==> config.mk <==
export PLATFORM = sky130hd
export DESIGN_NAME = bslot_serial_port
export DESIGN_NICKNAME = d
export VERILOG_FILES = /design/src/rtl/bsp_pkg.sv /design/src/rtl/bsp_edge_sampler.sv /design/src/rtl/bsp_fmt_detect.sv /design/src/rtl/bsp_slot_ctrl.sv /design/src/rtl/bsp_tx_shift.sv /design/src/rtl/bsp_rx_shift.sv /design/src/rtl/bslot_serial_port.sv
export SDC_FILE = /design/constraint.sdc
export NUM_CORES = 1
export LEC_CHECK = 0
export ABC_AREA = 1
export BUFFER_PORTS_ARGS = -buffer_cell sky130_fd_sc_hd__buf_4
export CAP_MARGIN = 20
export CORE_UTILIZATION = 27
export DETAILED_ROUTE_END_ITERATION = 16
export PLACE_DENSITY_LB_ADDON = 0.08
export SLEW_MARGIN = 40
export SYNTH_ARGS = -nofsm -noshare
export SYNTH_HDL_FRONTEND = slang
export SYNTH_SLANG_ARGS = --single-unit
export TNS_END_PERCENT = 10
==> constraint.sdc <==
create_clock -name clk -period 9.5 [get_ports clk]
set_clock_uncertainty 0.05 [all_clocks]
set_input_delay 1.9 -clock clk [delete_from_list [all_inputs] [get_ports clk]]
set_output_delay 1.9 -clock clk [all_outputs]
set_load 0.02 [all_outputs]
==> src/rtl/bsp_pkg.sv <==
package bsp_pkg;
    typedef enum logic {
        FMT_HALF = 1'b0,
        FMT_FULL = 1'b1
    } fmt_t;

    typedef enum logic [1:0] {
        S_IDLE = 2'd0,
        S_LEAD = 2'd1,
        S_SLOT = 2'd2,
        S_TAIL = 2'd3
    } slot_st_t;
endpackage

==> src/rtl/bsp_edge_sampler.sv <==
module bsp_edge_sampler (
    input  logic clk,
    input  logic rst_n,
    input  logic dclk,
    input  logic fsync,
    input  logic sd_in,
    input  logic fmt_lvl,
    input  logic chan_lvl,
    output logic rise,
    output logic fall,
    output logic frame_start,
    output logic sd_q,
    output logic fmt_q,
    output logic chan_q
);
    logic dclk_q, dclk_qq, fs_q, fs_last;

    always_ff @(posedge clk) begin
        if (!rst_n) begin
            dclk_q  <= 1'b0;
            dclk_qq <= 1'b0;
            fs_q    <= 1'b0;
            fs_last <= 1'b0;
            sd_q    <= 1'b0;
            fmt_q   <= 1'b0;
            chan_q  <= 1'b0;
        end else begin
            dclk_q  <= dclk;
            dclk_qq <= dclk_q;
            fs_q    <= fsync;
            sd_q    <= sd_in;
            fmt_q   <= fmt_lvl;
            chan_q  <= chan_lvl;
            if (rise) begin
                fs_last <= fs_q;
            end
        end
    end

    always_comb begin
        rise        = dclk_q & ~dclk_qq;
        fall        = ~dclk_q & dclk_qq;
        frame_start = rise & fs_q & ~fs_last;
    end

    AST_SYNC_ONE_CYCLE: assert property (@(posedge clk) disable iff (!rst_n)
        frame_start |=> !frame_start);
endmodule

==> src/rtl/bsp_fmt_detect.sv <==
module bsp_fmt_detect
    import bsp_pkg::*;
#(
    parameter int HOLD_FRAMES = 2,
    parameter int STREAK_W    = 2
) (
    input  logic clk,
    input  logic rst_n,
    input  logic frame_start,
    input  logic fmt_q,
    output fmt_t fmt_new,
    output fmt_t fmt_r
);
    localparam logic [STREAK_W-1:0] STREAK_MAX = {STREAK_W{1'b1}};
    localparam logic [STREAK_W-1:0] HOLD_CNT   = STREAK_W'(HOLD_FRAMES);

    logic [STREAK_W-1:0] streak, streak_nx;
    logic                last_lvl, have_last, same;

    always_comb begin
        same      = have_last && (fmt_q == last_lvl);
        if (!same) begin
            streak_nx = STREAK_W'(1);
        end else if (streak == STREAK_MAX) begin
            streak_nx = STREAK_MAX;
        end else begin
            streak_nx = streak + STREAK_W'(1);
        end
        fmt_new = (streak_nx >= HOLD_CNT) ? fmt_t'(fmt_q) : fmt_r;
    end

    always_ff @(posedge clk) begin
        if (!rst_n) begin
            streak    <= '0;
            last_lvl  <= 1'b0;
            have_last <= 1'b0;
            fmt_r     <= FMT_HALF;
        end else if (frame_start) begin
            streak    <= streak_nx;
            last_lvl  <= fmt_q;
            have_last <= 1'b1;
            fmt_r     <= fmt_new;
        end
    end

    AST_FMT_ONLY_AT_FRAME: assert property (@(posedge clk) disable iff (!rst_n)
        !frame_start |=> $stable(fmt_r));
    AST_FMT_NEEDS_REPEAT: assert property (@(posedge clk) disable iff (!rst_n)
        (frame_start && (fmt_new != fmt_r)) |-> (have_last && fmt_q == last_lvl));
endmodule

==> src/rtl/bsp_slot_ctrl.sv <==
module bsp_slot_ctrl
    import bsp_pkg::*;
#(
    parameter int BITS    = 8,
    parameter int IDX_W   = 6,
    parameter int HALF_B2 = 16,
    parameter int FULL_B1 = 1,
    parameter int FULL_B2 = 11,
    localparam int BIT_W  = $clog2(BITS)
) (
    input  logic             clk,
    input  logic             rst_n,
    input  logic             rise,
    input  logic             fall,
    input  logic             frame_start,
    input  fmt_t             fmt_new,
    input  logic             chan_q,
    output logic             in_slot,
    output logic             tx_strobe,
    output logic [BIT_W-1:0] tx_bit,
    output logic             rx_strobe,
    output logic             rx_last
);
    localparam logic [IDX_W-1:0] IDX_MAX = {IDX_W{1'b1}};

    slot_st_t         state, state_nx;
    logic [IDX_W-1:0] idx, e_now, start, win_len, rel, relf;
    logic             framed, framed_e, in_win, rx_win_full;
    fmt_t             fmt_r, fmt_e;
    logic             chan_r, chan_e;

    // frame parameters: fresh at a frame start, held otherwise
    always_comb begin
        fmt_e    = frame_start ? fmt_new : fmt_r;
        chan_e   = frame_start ? chan_q  : chan_r;
        framed_e = frame_start | framed;
        if (frame_start) begin
            e_now = '0;
        end else if (idx == IDX_MAX) begin
            e_now = IDX_MAX;
        end else begin
            e_now = idx + IDX_W'(1);
        end
        if (fmt_e == FMT_HALF) begin
            start   = chan_e ? IDX_W'(HALF_B2) : '0;
            win_len = IDX_W'(2 * BITS);
        end else begin
            start   = chan_e ? IDX_W'(FULL_B2) : IDX_W'(FULL_B1);
            win_len = IDX_W'(BITS);
        end
        rel    = e_now - start;
        relf   = idx - start;
        in_win = framed_e && (e_now >= start) && (e_now < start + win_len);
        rx_win_full = framed && (idx >= start) && (idx < start + IDX_W'(BITS));
    end

    // slot timing strobes
    always_comb begin
        tx_strobe = rise && in_win;
        if (fmt_e == FMT_HALF) begin
            tx_bit    = rel[BIT_W:1];
            rx_strobe = rise && in_win && rel[0];
            rx_last   = (rel[BIT_W:1] == BIT_W'(BITS - 1));
        end else begin
            tx_bit    = rel[BIT_W-1:0];
            rx_strobe = fall && rx_win_full;
            rx_last   = (relf[BIT_W-1:0] == BIT_W'(BITS - 1));
        end
    end

    // next-state process
    always_comb begin
        state_nx = state;
        if (frame_start) begin
            state_nx = (start == '0) ? S_SLOT : S_LEAD;   // start
        end else begin
            unique case (state)
                S_IDLE: state_nx = S_IDLE;
                S_LEAD: if (rise && e_now == start) state_nx = S_SLOT;            // open
                S_SLOT: if (rise && e_now == start + win_len) state_nx = S_TAIL;  // close
                S_TAIL: state_nx = S_TAIL;
                default: state_nx = S_IDLE;
            endcase
        end
    end

    // state register and frame counters
    always_ff @(posedge clk) begin
        if (!rst_n) begin
            state  <= S_IDLE;
            idx    <= '0;
            framed <= 1'b0;
            fmt_r  <= FMT_HALF;
            chan_r <= 1'b0;
        end else begin
            state <= state_nx;
            if (frame_start) begin
                idx    <= '0;
                framed <= 1'b1;
                fmt_r  <= fmt_new;
                chan_r <= chan_q;
            end else if (rise && framed && idx != IDX_MAX) begin
                idx <= idx + IDX_W'(1);
            end
        end
    end

    // output process
    always_comb begin
        in_slot = (state == S_SLOT);
    end

    AST_IDX_CLEARED_AT_SYNC: assert property (@(posedge clk) disable iff (!rst_n)
        frame_start |=> (idx == '0));
    AST_SLOT_OPENS_ON_RISE: assert property (@(posedge clk) disable iff (!rst_n)
        $rose(in_slot) |-> $past(rise));
endmodule

==> src/rtl/bsp_tx_shift.sv <==
module bsp_tx_shift #(
    parameter int BITS   = 8,
    localparam int BIT_W = $clog2(BITS)
) (
    input  logic             clk,
    input  logic             rst_n,
    input  logic             rise,
    input  logic             frame_start,
    input  logic [BITS-1:0]  tx_word,
    input  logic             tx_strobe,
    input  logic [BIT_W-1:0] tx_bit,
    output logic             txd
);
    logic [BITS-1:0]  hold, word_e;
    logic [BIT_W-1:0] pos;

    always_comb begin
        word_e = frame_start ? tx_word : hold;
        pos    = BIT_W'(BITS - 1) - tx_bit;
    end

    always_ff @(posedge clk) begin
        if (!rst_n) begin
            hold <= '0;
            txd  <= 1'b0;
        end else begin
            if (frame_start) begin
                hold <= tx_word;
            end
            if (tx_strobe) begin
                txd <= word_e[pos];
            end else if (rise) begin
                txd <= 1'b0;
            end
        end
    end
endmodule

==> src/rtl/bsp_rx_shift.sv <==
module bsp_rx_shift #(
    parameter int BITS = 8
) (
    input  logic            clk,
    input  logic            rst_n,
    input  logic            rx_strobe,
    input  logic            rx_last,
    input  logic            sd_q,
    output logic [BITS-1:0] rx_word,
    output logic            rx_valid
);
    logic [BITS-1:0] sh, sh_nx;

    always_comb begin
        sh_nx = {sh[BITS-2:0], sd_q};
    end

    always_ff @(posedge clk) begin
        if (!rst_n) begin
            sh       <= '0;
            rx_word  <= '0;
            rx_valid <= 1'b0;
        end else begin
            rx_valid <= 1'b0;
            if (rx_strobe) begin
                sh <= sh_nx;
                if (rx_last) begin
                    rx_word  <= sh_nx;
                    rx_valid <= 1'b1;
                end
            end
        end
    end

    AST_VALID_ONE_CLOCK: assert property (@(posedge clk) disable iff (!rst_n)
        rx_valid |=> !rx_valid);
    AST_WORD_ONLY_WITH_VALID: assert property (@(posedge clk) disable iff (!rst_n)
        !$stable(rx_word) |-> rx_valid);
endmodule

==> src/rtl/bslot_serial_port.sv <==
module bslot_serial_port
    import bsp_pkg::*;
#(
    parameter int BITS        = 8,
    parameter int IDX_W       = 6,
    parameter int HALF_B2     = 16,
    parameter int FULL_B1     = 1,
    parameter int FULL_B2     = 11,
    parameter int HOLD_FRAMES = 2,
    parameter int STREAK_W    = 2
) (
    input  logic            clk,
    input  logic            rst_n,
    input  logic            dclk,
    input  logic            fsync,
    input  logic            sd_in,
    input  logic            fmt_sel,
    input  logic            chan_sel,
    input  logic [BITS-1:0] tx_word,
    output logic            sd_out,
    output logic            sd_oe,
    output logic [BITS-1:0] rx_word,
    output logic            rx_valid
);
    localparam int BIT_W = $clog2(BITS);

    logic             rise, fall, frame_start, sd_q, fmt_q, chan_q;
    logic             in_slot, tx_strobe, rx_strobe, rx_last, txd;
    logic [BIT_W-1:0] tx_bit;
    fmt_t             fmt_new, fmt_r;

    bsp_edge_sampler i_sampler (
        .clk(clk), .rst_n(rst_n), .dclk(dclk), .fsync(fsync), .sd_in(sd_in),
        .fmt_lvl(fmt_sel), .chan_lvl(chan_sel), .rise(rise), .fall(fall),
        .frame_start(frame_start), .sd_q(sd_q), .fmt_q(fmt_q), .chan_q(chan_q)
    );

    bsp_fmt_detect #(.HOLD_FRAMES(HOLD_FRAMES), .STREAK_W(STREAK_W)) i_fmt (
        .clk(clk), .rst_n(rst_n), .frame_start(frame_start), .fmt_q(fmt_q),
        .fmt_new(fmt_new), .fmt_r(fmt_r)
    );

    bsp_slot_ctrl #(
        .BITS(BITS), .IDX_W(IDX_W), .HALF_B2(HALF_B2),
        .FULL_B1(FULL_B1), .FULL_B2(FULL_B2)
    ) i_ctrl (
        .clk(clk), .rst_n(rst_n), .rise(rise), .fall(fall),
        .frame_start(frame_start), .fmt_new(fmt_new), .chan_q(chan_q),
        .in_slot(in_slot), .tx_strobe(tx_strobe), .tx_bit(tx_bit),
        .rx_strobe(rx_strobe), .rx_last(rx_last)
    );

    bsp_tx_shift #(.BITS(BITS)) i_tx (
        .clk(clk), .rst_n(rst_n), .rise(rise), .frame_start(frame_start),
        .tx_word(tx_word), .tx_strobe(tx_strobe), .tx_bit(tx_bit), .txd(txd)
    );

    bsp_rx_shift #(.BITS(BITS)) i_rx (
        .clk(clk), .rst_n(rst_n), .rx_strobe(rx_strobe), .rx_last(rx_last),
        .sd_q(sd_q), .rx_word(rx_word), .rx_valid(rx_valid)
    );

    always_comb begin
        sd_oe  = in_slot;
        sd_out = txd;
    end

    AST_TX_ZERO_OUTSIDE_SLOT: assert property (@(posedge clk) disable iff (!rst_n)
        !in_slot |-> !txd);
    AST_OE_MOVES_ON_RISE: assert property (@(posedge clk) disable iff (!rst_n)
        !$stable(sd_oe) |-> $past(rise));
    AST_LAYOUT_HELD_IN_FRAME: assert property (@(posedge clk) disable iff (!rst_n)
        (sd_oe && !frame_start) |=> $stable(fmt_r));
endmodule

---- Word-level counts from Yosys, hierarchy flattened ----
Cells that the tools add are included.
storage, ports and cells
  memory bits (writable) .................. 0
  input bits .............................. 15
  output and inout port bits .............. 11
  register bits ........................... 47
  memories kept ........................... 0
  word-level logic and storage cells ...... 99
  memory bits (read-only) ................. 0
  bits in latches ......................... 0
cells by class
  $lt $le $gt $ge ......................... 6
  add/subtract/negate cells ............... 7
  muxes and demuxes ....................... 25
  bitwise logic cells ..................... 9
  equal/unequal tests ..................... 13
  divide/modulo/power cells ............... 0
  $mul .................................... 0
  shift-type cells ........................ 0
  reduce and logical (&&, ||, !) cells .... 19
operator list
  kind                   count
  $mux W5                3
  $ge A6 B5 Y1           2
  $logic_and A1 B1 Y1    12
  $lt A6 B6 Y1           2
  $mux W2                6
  $mux W6                2
  $mux W1                9
  $mux W8                1
  $pmux W2 S4            1
  $add A5 B4 Y6 const B  1
  $add A5 B5 Y6          1
  $add A6 B1 Y6 const B  1
  $eq A2 B2 Y1 const B   3
  $eq A3 B3 Y1 const B   2
  $eq A6 B5 Y1           1
  $eq A6 B6 Y1           1
  $eq A6 B6 Y1 const B   1
  $logic_not A6 Y1       1
  $ne A3 B1 Y1 const B   2
  $ne A6 B6 Y1 const B   1
  $reduce_and A2 Y1      3
  $and A1 B1 Y1          4
  $lt A3 B4 Y1 const B   1
  $mux W4                1
  other kinds (14)       17

---- Depth between registers and ports, before layout ----
Gate-level depths: netlist of run 1.
  depth in word-level cells ............... 14
  mapped depth ............................ 22
  depth with buffers taken out ............ 22

---- Cells and area by module ----
A second synthesis of run 1 with hierarchy kept.
unflattened totals
  cells, all modules ...................... 372
  area, all modules ....................... 2736.4 µm²
by module, submodules not included
  module            cells each  times used  area each (µm²)  seq. area each (µm²)
  bsp_slot_ctrl     180         1           1275.0           220.2
  bsp_rx_shift      73          1           581.8            320.3
  bsp_tx_shift      58          1           417.9            180.2
  bsp_fmt_detect    33          1           231.5            100.1
  bsp_edge_sampler  28          1           230.2            140.1

---- Worst setup path before layout of run 1 ----
No wires, ideal clock.
  path kind ............................... reg2reg
  from .................................... reg i_sampler.dclk_q
  to ...................................... reg i_rx.rx_word[3]
  arrival ................................. 2.952 ns
  period minus slack after synthesis ...... 3.114 ns
  library setup time ...................... 0.113 ns
  required time ........................... 9.337 ns
  stages on the path, launching flop included .. 19
  path buffers ............................ 1
  path slack .............................. 6.386 ns
  cell sequence ........................... dfxtp_1 inv_1 nor2_4 nand3b_4 clkbuf_1 o21ai_0 ha_1 inv_1 ha_1 nand2_1 nand2_1 a21oi_1 nor2_1 o311ai_1 nand2_2 nand2_4 nor2_8 nand2_1 nand2_1
between the ends
  cells in the longest elaborated chain, start to end .. 13
  elaborated cells on any way between the ends .. 33
  those cells by class .................... 4 x add/sub; 4 x order compare; 2 x eq/ne; 9 x mux; 6 x bitwise; 8 x reduce/logical
RTL lines
  what                                                        line                                      source
  start, declared                                             bsp_edge_sampler.sv:16                    logic dclk_q, dclk_qq, fs_q, fs_last;
  start signal, assigned                                      bsp_edge_sampler.sv:28                    dclk_q <= dclk;
  $and A1 B1 Y1 (*)                                           bsp_edge_sampler.sv:41                    rise = dclk_q & ~dclk_qq;
  $and A1 B1 Y1 (*) (2 in series)                             bsp_edge_sampler.sv:43                    frame_start = rise & fs_q & ~fs_last;
  $mux W1 (*)                                                 -
  net i_ctrl.chan_e                                           bsp_slot_ctrl.sv:30                       logic chan_r, chan_e;
  $mux W4 / $mux W5 (equally long branches)                   bsp_slot_ctrl.sv:48, bsp_slot_ctrl.sv:45
  $mux W5 (*)                                                 bsp_slot_ctrl.sv:44                       if (fmt_e == FMT_HALF) begin
  $add A5 B5 Y6 / $ge A6 B5 Y1 (equally long branches)        bsp_slot_ctrl.sv:53                       in_win = framed_e && (e_now >= start) && (e_now < start + win_len);
  $lt A6 B6 Y1 / $logic_and A1 B1 Y1 (equally long branches)  bsp_slot_ctrl.sv:53
  $logic_and A1 B1 Y1                                         bsp_slot_ctrl.sv:53
  $logic_and A1 B1 Y1 (2 in series)                           bsp_slot_ctrl.sv:62                       rx_strobe = rise && in_win && rel[0];
  $mux W1                                                     bsp_slot_ctrl.sv:60                       if (fmt_e == FMT_HALF) begin
  $reduce_and A2 Y1 (no line) (*)                             -
  end signal, assigned                                        bsp_rx_shift.sv:28                        rx_word <= sh_nx;
  end, declared                                               bsp_rx_shift.sv:9                         output logic [BITS-1:0] rx_word,
The timed path passes the listed nets; every way through them passes the cells marked *.
A chain may end at the register's enable or synchronous reset.

---- Worst setup path in the final report of run 1 ----
  from .................................... reg i_sampler.fs_q
  to ...................................... reg i_rx.rx_word[4]
between the ends
  elaborated cells on any way between the ends .. 30
  those cells by class .................... 4 x add/sub; 4 x order compare; 2 x eq/ne; 9 x mux; 3 x bitwise; 8 x reduce/logical
RTL lines
  what                                                        line                    source
  start, declared                                             bsp_edge_sampler.sv:16
  start signal, assigned                                      bsp_edge_sampler.sv:30  fs_q <= fsync;
  $and A1 B1 Y1 (*) (2 in series)                             bsp_edge_sampler.sv:43
  $mux W1 (*)                                                 -
  net i_ctrl.fmt_e                                            bsp_slot_ctrl.sv:29     fmt_t fmt_r, fmt_e;
  $mux W5                                                     bsp_slot_ctrl.sv:44
  $add A5 B5 Y6 / $ge A6 B5 Y1 (equally long branches)        bsp_slot_ctrl.sv:53
  $lt A6 B6 Y1 / $logic_and A1 B1 Y1 (equally long branches)  bsp_slot_ctrl.sv:53
  $logic_and A1 B1 Y1                                         bsp_slot_ctrl.sv:53
  $logic_and A1 B1 Y1 (2 in series)                           bsp_slot_ctrl.sv:62
  $mux W1                                                     bsp_slot_ctrl.sv:60
  $reduce_and A2 Y1 (no line) (*)                             -
Marks and branches as above.

==> flow_summary.yaml, run 1 <==
run_status:
  status: "finished clean"
clocking:
  cts_hold_buffers: 0
  cts_max_path_buffers: 2
  cts_tree: "yes"
  clockRootBuffer: "clkbuf_8"
  cts_resized: 0
  clkTransAtPathRegs_ns: 0.10
  h-tree-depth: 2
  cts_buffers: 5
  insertion_delay_ns: 0.31
  clock-sinks: 47
  postCtsSetupBuffers: 0
finish:
  multi_input_area_um2: 1460
  diodes: 0
  areaGrowthSynthToFinish_pct: 16.0
  drive_gt1_share_pct: 14.4
  finish.utilization_pct: 32.6
  fillers: 1061
  layout.nets: 419
  register_area_um2: 941
  stdcell_area_um2: 3030
placement:
  place_congestion: 0.822
  dpl.hpwl_um: 4810
  port_buffers: 25
  place_area_um2: 2940
synth:
  syn_nets: 392
  yosysWarnings: 0
  syn_area_um2: 2610
  synth_cell_types: 34
  yosys_register_bits: 47
  synth_edf_count: 0
  synthArstFlopShare_pct: 0
  synth.avg_cell_area_um2: 7.38
  ys_seq_area_share_pct: 36.0
  syn_inst: 354
  synth_flop_cell: "dfxtp_1"
route:
  drc: 0
  drt_wl_total_um: 6500
  first_pass_iters: 4
  vias: 2255
  via_per_inst: 4.41
  drtIter0Drc: 53
  ant_nets: 0
  wl_per_cell_um: 12.7
worst_setup_path:
  cp_slowest_cell: "nor3_4"
  cp_max_fo: 16
  path_cells: "inv_2, nor3_4, nand2_1, clkinv_1, nand2_4, nand2_4, ha_1, inv_1, ha_1, nand2_1, nand2_1, a21oi_1, nor2_1, o311ai_1, nand2_2, nand2_4, nor2_8, nand2_1, nand2_1"
  critPathRequiredTime_ns: 9.65
  path_buf_inv: 3
  path_delay_family: "simple AND/OR/NAND/NOR gates"
  end_kind: "flop"
  worst_path_most_repeated_cell: "nand2_1"
  rrSetupSlack_ns: 5.80
  cp-start-kind: "flop"
  critPathKind: "flop to flop"
  worst_ep_arrival_time_ns: 3.85
  max_stage_delay_ns: 0.57
grt:
  grt_usage_pct: 14.0
  grt_max_degree: 23
  grt_pass1_wl_um: 10900
  antenna_found_initial: 0
  grt_pass1_vias: 2189
  grt_overflow: 0
timing:
  clock.fmax_mhz: 270
  final.min_clock_period_ns: 3.70
  slew_viol_final: 0
  finalSetupTns_ns: 0
  rsz0062_at_grt: "no"
  finalCritPeriodShare_pct: 39.0
  tightestPinTransition_ns: 0.648
  final_hold_viol_count: 0
  whs_ns: 0.401
  finalSetupViolCount: 0
  slew_headroom_pct: 56.7
power_and_ir_drop:
  p_leak_nw: 1.50
  ir_drop_mv: 0.0520
  power_density_nw_per_um2: 129
  total_power_mw: 0.392
floorplan:
  rows: 35
  ios: 26
  die_y_um: 100
  dieWidth_um: 100
  coreArea_um2: 9280
  start_util_pct: 28.1
  dieArea_um2: 10100
worst_hold_path:
  hp-class: "flop to flop"
run:
  cap_violations: 0
area by class of cell:
class	instances	share of cell area, %
clock buffers	6	2.40
clock inverters	2	0.537
inverters	51	6.32
multi-input cells	251	48.2
flip-flops and latches	47	31.1
well taps	129	5.33
repair buffers	25	6.20
path summary, 6_finish.rpt:
| path | start | to | depth (start not counted) |
|---|---|---|---|
| max | i_sampler.fs_q | i_rx.rx_word[4] | 19 |
| min | i_sampler.sd_q | i_rx.rx_word[0] | 2 |
| max reg2reg | i_sampler.fs_q | i_rx.rx_word[4] | 19 |
| min reg2reg | i_sampler.sd_q | i_rx.rx_word[0] | 2 |
Yosys cell counts, types with 2 or more instances:
master    count  area share, %
nor2_1       53            7.6
o22ai_1       4           0.96
nand4_1       4           0.96
o21ai_0      15            2.9
ha_1         21             10
nor3_4        2            1.2
inv_1        45            6.5
xor2_1        4            1.3
nand3_1      30            5.7
clkbuf_1      4           0.57
nand2_4       3            1.3
nand2_1      64            9.2
nor3_1        4           0.77
nand2_2       3           0.72
nand3_2       2           0.77
inv_2         5           0.72
o21ai_1       4           0.77
mux2i_1       3            1.2
dfxtp_1      47             36
a21oi_1      16            3.1
or2_2         4           0.96
fa_1          2            1.5
o21a_1        4            1.2
sequential cells by signal (all words and copies together), names as in the netlist:
signal and cells:
i_fmt.last_lvl 1, i_ctrl.state 2, i_rx.sh 7, i_ctrl.idx 6, i_rx.rx_word 8, i_sampler.dclk_q 1, i_tx.hold 8, i_fmt.streak 2
i_sampler.dclk_qq 1, i_ctrl.chan_r 1, i_ctrl.fmt_r 1, i_fmt.fmt_r 1, i_sampler.chan_q 1, i_sampler.fmt_q 1, i_sampler.fs_q 1, i_tx.txd 1
i_ctrl.framed 1, i_rx.rx_valid 1, i_sampler.sd_q 1, i_sampler.fs_last 1
metrics by stage:
| stage | setup slack, ns | instances |
|---|---|---|
| 5_1_grt | 5.43 | 511 |
| 6_report | 5.80 | 511 |
| 3_3_place_gp | 5.78 | 503 |
| 4_1_cts | 5.76 | 511 |
| 3_5_place_dp | 5.78 | 503 |
| 2_1_floorplan | 6.39 | 354 |
layout by cell type, fill, tap and decap left out, drive strengths merged:
cell / instances
a211oi: 1
a21oi: 16
and2: 1
buf: 25
clkbuf: 6
clkinv: 1
clkinvlp: 1
dfxtp: 47
fa: 2
ha: 21
inv: 51
mux2i: 3
nand2: 70
nand3: 32
nand3b: 1
nand4: 4
nor2: 55
nor3: 6
o211ai: 1
o21a: 4
o21ai: 20
o22ai: 4
o311ai: 1
or2: 5
xor2: 4
tightest hold or removal path, cell delays in order, from the launching register on:
cell and delay, ns:
dfxtp_1 0.33, nand2_1 0.06, nand2_1 0.04
power breakdown:
part,switching [mW],internal (mW)
sequential,0.00491,0.204
clock,0.0770,0.0531
combinational,0.0310,0.0214
total,0.113,0.279
cell families (layout without fill, tap and decap cells):
| logic type | after synthesis | count (layout) | share of synthesized area [%] |
|---|---|---|---|
| simple gates | 174 | 174 | 31.7 |
| buf+inv | 56 | 84 | 8.10 |
| compound gates | 47 | 47 | 10.1 |
| flops | 47 | 47 | 36.0 |
| fa+ha+maj | 23 | 23 | 11.6 |
| xor+xnor | 4 | 4 | 1.34 |
| mux | 3 | 3 | 1.15 |
layer usage:
metal  share of wire (%)  routed length (um)  GRT usage, %
met4                 1.5                  98          4.46
met1                  49                3210          18.8
met3                 3.6                 231          2.86
met2                  45                2950          22.4
met5                   0                   0             0
Power figures use the tool's default switching activity.
==> run 2, diff against run 1 <==
==> constraint.sdc (replaced) <==
create_clock -name clk -period 3.1 [get_ports clk]
set_clock_uncertainty 0.05 [all_clocks]
set_input_delay 0.62 -clock clk [delete_from_list [all_inputs] [get_ports clk]]
set_output_delay 0.62 -clock clk [all_outputs]
set_load 0.02 [all_outputs]
==> flow_summary.yaml, run 2 (same netlist as run 1, synthesis figures left out) <==
route:
  ant_nets: 0
  drtIter0Drc: 49
  first_pass_iters: 4
  drt_wl_total_um: 6480
  wl_per_cell_um: 12.4
  via_per_inst: 4.36
  vias: 2290
  drc: 0
power_and_ir_drop:
  switching_share_pct: 28.6
  p_leak_nw: 1.57
  ir_drop_mv: 0.207
  power_frac_comb_pct: 13.9
  power.switching_mw: 0.344
  p_seq_share_pct: 53.2
  p_int_mw: 0.861
  power_density_nw_per_um2: 379
  total_power_mw: 1.21
  power.share.clock_pct: 32.9
timing:
  rsz0062_at_grt: "yes"
  slew_viol_final: 0
  tightestPinTransition_ns: 0.455
  whs_ns: 0.410
  final.min_clock_period_ns: 2.93
  finalSetupTns_ns: 0
  clock.fmax_mhz: 341
  worst_slack_ns: 0.169
  finalSetupViolCount: 0
  slew_headroom_pct: 69.7
  finalCritPeriodShare_pct: 94.6
  final_hold_viol_count: 0
worst_setup_path:
  end_kind: "flop"
  critPathKind: "flop to flop"
  worst_ep_arrival_time_ns: 3.14
  cp_max_fo: 8
  critPathRequiredTime_ns: 3.31
  cp-start-kind: "flop"
grt:
  grt_usage_pct: 13.7
  grt_pass1_vias: 2220
  grt_overflow: 0
  grt_max_degree: 23
  antenna_found_initial: 0
  grt_pass1_wl_um: 10800
clocking:
  insertion_delay_ns: 0.30
  h-tree-depth: 2
  clock-sinks: 47
  clockRootBuffer: "clkbuf_8"
  clkTransAtPathRegs_ns: 0.10
  cts_buffers: 5
  cts_max_path_buffers: 2
  cts_hold_buffers: 0
  cts_tree: "yes"
floorplan:
  ios: 26
  die_y_um: 100
  start_util_pct: 28.1
  coreArea_um2: 9280
  rows: 35
  dieWidth_um: 100
  dieArea_um2: 10100
worst_hold_path:
  hp-class: "flop to flop"
placement:
  place_area_um2: 3020
  place_congestion: 0.809
  pre_cts_ws_ns: 0.0229
  dp_cells: 513
  port_buffers: 25
  dpl.hpwl_um: 4970
finish:
  final_cell_mix: "nand2_1, nor2_1, inv_1"
  fillers: 1039
  diodes: 0
  layout.nets: 433
  layoutNonFillerInstCount: 525
  areaGrowthSynthToFinish_pct: 21.7
  final_common_cell: "nand2_1"
  multi_input_area_um2: 1500
  stdcell_area_um2: 3180
  drive_gt1_share_pct: 20.7
  register_area_um2: 945
  reg_top3: "i_rx.rx_word x8, i_tx.hold x8, i_rx.sh x7"
  finish.utilization_pct: 34.2
run_status:
  status: "finished clean"
run:
  cap_violations: 0
## run 2: final timing paths
path | start | end | slack [ns] | cells after the start
setup / recovery | i_sampler.dclk_q | i_rx.rx_word[6] | 0.17 | 19
hold / removal | i_sampler.dclk_q | i_sampler.dclk_qq | 0.41 | 2
setup reg to reg | i_sampler.dclk_q | i_rx.rx_word[6] | 0.17 | 19
hold reg to reg | i_sampler.dclk_q | i_sampler.dclk_qq | 0.41 | 2
## run 2: final cells by class
cell class | instances | area share [%]
clock buffers | 5 | 2.17
repair buffers | 38 | 8.98
flip-flops and latches | 47 | 29.7
multi-input cells | 252 | 47.3
inverters | 51 | 6.02
well taps | 129 | 5.08
clock inverters | 3 | 0.709
## run 2: power groups by stage
stage               registers, mW  clock network [mW]  logic (mW)
floorplan                   0.651                   0       0.116
global placement            0.655                   0       0.169
detailed placement          0.655                   0       0.169
CTS                         0.641               0.418       0.170
global route                0.645               0.443       0.197
finish                      0.641               0.396       0.168
## run 2: worst max-delay path: stages, from the launching register on
cell and delay [ns]:
dfxtp_2 0.36, inv_1 0.07, nor2_4 0.13, nand3b_4 0.11
nand2_1 0.06, o21ai_1 0.10, buf_4 0.17, ha_1 0.23
ha_1 0.29, inv_1 0.04, ha_1 0.26, o21ai_1 0.08
nand2_1 0.09, a21oi_2 0.17, o311ai_2 0.15, nand2_4 0.15
nand2_4 0.10, nor2_8 0.15, nand2_1 0.07, nand2_1 0.06
## run 2: routing by layer
metal / GRT usage, % / vias up / share of wire [%]
met3: 2.23 / 4 / 2.1
met1: 18.6 / 1043 / 51
met4: 3.34 / 0 / 0.63
li1: - / 1222 / -
met2: 22.8 / 21 / 47
met5: 0 / - / 0
## run 2: what timing repair did
action | CTS | global route
pin swaps | 1 | 4
resized for setup | 0 | 15
endpoints found under the setup margin | 7 | 17
setup buffers | 1 | 2
gates cloned | 0 | 1
==> run 3, diff against run 2 <==
--- a/config.mk
+++ b/config.mk
@@ -8,9 +8,11 @@
 export ABC_AREA = 1
 export BUFFER_PORTS_ARGS = -buffer_cell sky130_fd_sc_hd__buf_4
 export CAP_MARGIN = 20
+export CORE_ASPECT_RATIO = 1.5
 export CORE_UTILIZATION = 27
 export DETAILED_ROUTE_END_ITERATION = 16
 export PLACE_DENSITY_LB_ADDON = 0.08
+export SETUP_SLACK_MARGIN = 0.15
 export SLEW_MARGIN = 40
 export SYNTH_ARGS = -nofsm -noshare
 export SYNTH_HDL_FRONTEND = slang
==> flow_summary.yaml, run 3 (same netlist as run 1, synthesis figures left out) <==
run_status:
  status: "finished clean"
power_and_ir_drop:
  power_density_nw_per_um2: 397
  power.switching_mw: 0.374
  total_power_mw: 1.38
  power.share.clock_pct: 40.7
  ir_drop_mv: 0.323
  p_seq_share_pct: 46.5
  p_leak_nw: 1.66
  power_frac_comb_pct: 12.8
  p_int_mw: 1.00
  switching_share_pct: 27.2
timing:
  slew_headroom_pct: 70.4
  clock.fmax_mhz: 342
  tightestPinTransition_ns: 0.443
  final.min_clock_period_ns: 2.92
  worst_slack_ns: 0.180
  finalSetupTns_ns: 0
  slew_viol_final: 0
  finalSetupViolCount: 0
  final_hold_viol_count: 0
  finalCritPeriodShare_pct: 94.2
  rsz0062_at_grt: "yes"
route:
  vias: 2392
  drc: 0
  via_per_inst: 4.56
  wl_met2_um: 3550
  first_pass_iters: 6
  ant_nets: 0
  wl_met3_um: 145
  drtIter0Drc: 117
  wl_per_cell_um: 12.9
  drt_wl_total_um: 6770
  top_layer_used: "met4"
  wl_met1_um: 2900
clocking:
  cts_tree: "yes"
  cts_hold_buffers: 0
  h-tree-depth: 2
  clockRootBuffer: "clkbuf_16"
  clkTransAtPathRegs_ns: 0.07
  cts_max_path_buffers: 2
  clock-sinks: 47
  cts_buffers: 5
  insertion_delay_ns: 0.29
placement:
  place_congestion: 0.767
  pre_cts_ws_ns: -0.0158
  place_area_um2: 3100
  port_buffers: 25
  dpl.hpwl_um: 5130
run:
  cap_violations: 0
finish:
  diodes: 0
  stdcell_area_um2: 3460
  areaGrowthSynthToFinish_pct: 32.7
  reg_top3: "i_rx.rx_word x8, i_tx.hold x8, i_rx.sh x7"
  final_common_cell: "nand2_1"
  drive_gt1_share_pct: 28.9
  final_cell_mix: "nand2_1, buf_4, nor2_1"
  layout.nets: 449
  finish.utilization_pct: 37.2
worst_setup_path:
  cp-start-kind: "flop"
  worst_ep_arrival_time_ns: 3.11
  critPathRequiredTime_ns: 3.29
  end_kind: "flop"
  critPathKind: "flop to flop"
  cp_max_fo: 8
grt:
  grt_pass1_vias: 2314
  grt_overflow: 0
  grt_usage_pct: 14.8
  grt_pass1_wl_um: 11100
  grt_max_degree: 23
  antenna_found_initial: 0
floorplan:
  die_y_um: 122
  coreArea_um2: 9310
  start_util_pct: 28.1
  dieArea_um2: 10100
  ios: 26
  rows: 43
  dieWidth_um: 82.3
worst_hold_path:
  hp-class: "flop to flop"
[run 3: power groups by stage]
| stage | sequential, mW | clock, mW | combinational, mW |
|---|---|---|---|
| after global placement | 0.653 | 0 | 0.171 |
| after CTS | 0.640 | 0.581 | 0.174 |
| after detailed placement | 0.653 | 0 | 0.172 |
| after floorplan | 0.651 | 0 | 0.116 |
| final | 0.640 | 0.561 | 0.176 |
| after global routing | 0.643 | 0.605 | 0.203 |
[run 3: through the flow]
| stage | hold slack [ns] | cells |
|---|---|---|
| after detailed placement | 0.407 | 509 |
| after global routing | 0.439 | 524 |
| final | 0.409 | 524 |
| after CTS | 0.417 | 517 |
| after global placement | 0.401 | 509 |
| after floorplan | 0.370 | 354 |
[run 3: what timing repair did]
action	CTS	global route
gates resized for setup	12	38
buffers inserted	0	6
pin swaps	1	18
cloned	0	1
endpoints found under the setup margin	13	17
[run 3: worst max-delay path: stages (launching register included)]
cell,delay (ns)
dfxtp_4,0.37
inv_2,0.04
nor2_4,0.14
nand3b_4,0.14
o21ai_4,0.24
ha_4,0.20
clkinvlp_4,0.15
buf_6,0.15
ha_4,0.25
a21oi_2,0.13
nand2_2,0.08
xor2_2,0.15
nor2_2,0.07
nor3_4,0.30
nand2_8,0.12
nor2_8,0.17
nand2_1,0.07
nand2_1,0.06
[run 3: per-layer routing]
layer | track usage [%] | vias up
met3 | 2.23 | 9
met4 | 6.36 | 0
met2 | 26.3 | 25
li1 | - | 1251
met5 | 0 | -
met1 | 17.1 | 1107
[run 3: worst paths after layout]
path | from | to | slack [ns] | cells after the start
min reg2reg | i_sampler.sd_q | i_rx.rx_word[0] | 0.41 | 2
max | i_sampler.dclk_q | i_rx.rx_word[6] | 0.18 | 17
max reg2reg | i_sampler.dclk_q | i_rx.rx_word[6] | 0.18 | 17
min | i_sampler.sd_q | i_rx.rx_word[0] | 0.41 | 2
[run 3: final cells by class]
class                      count  area [um2]
clock buffer                   5         125
sequential                    47         950
tap                          112         140
inverter                      51         195
timing repair buffer          54         417
fill                         998        5840
multi-input combinational    252        1620
clock inverter                 3        22.5
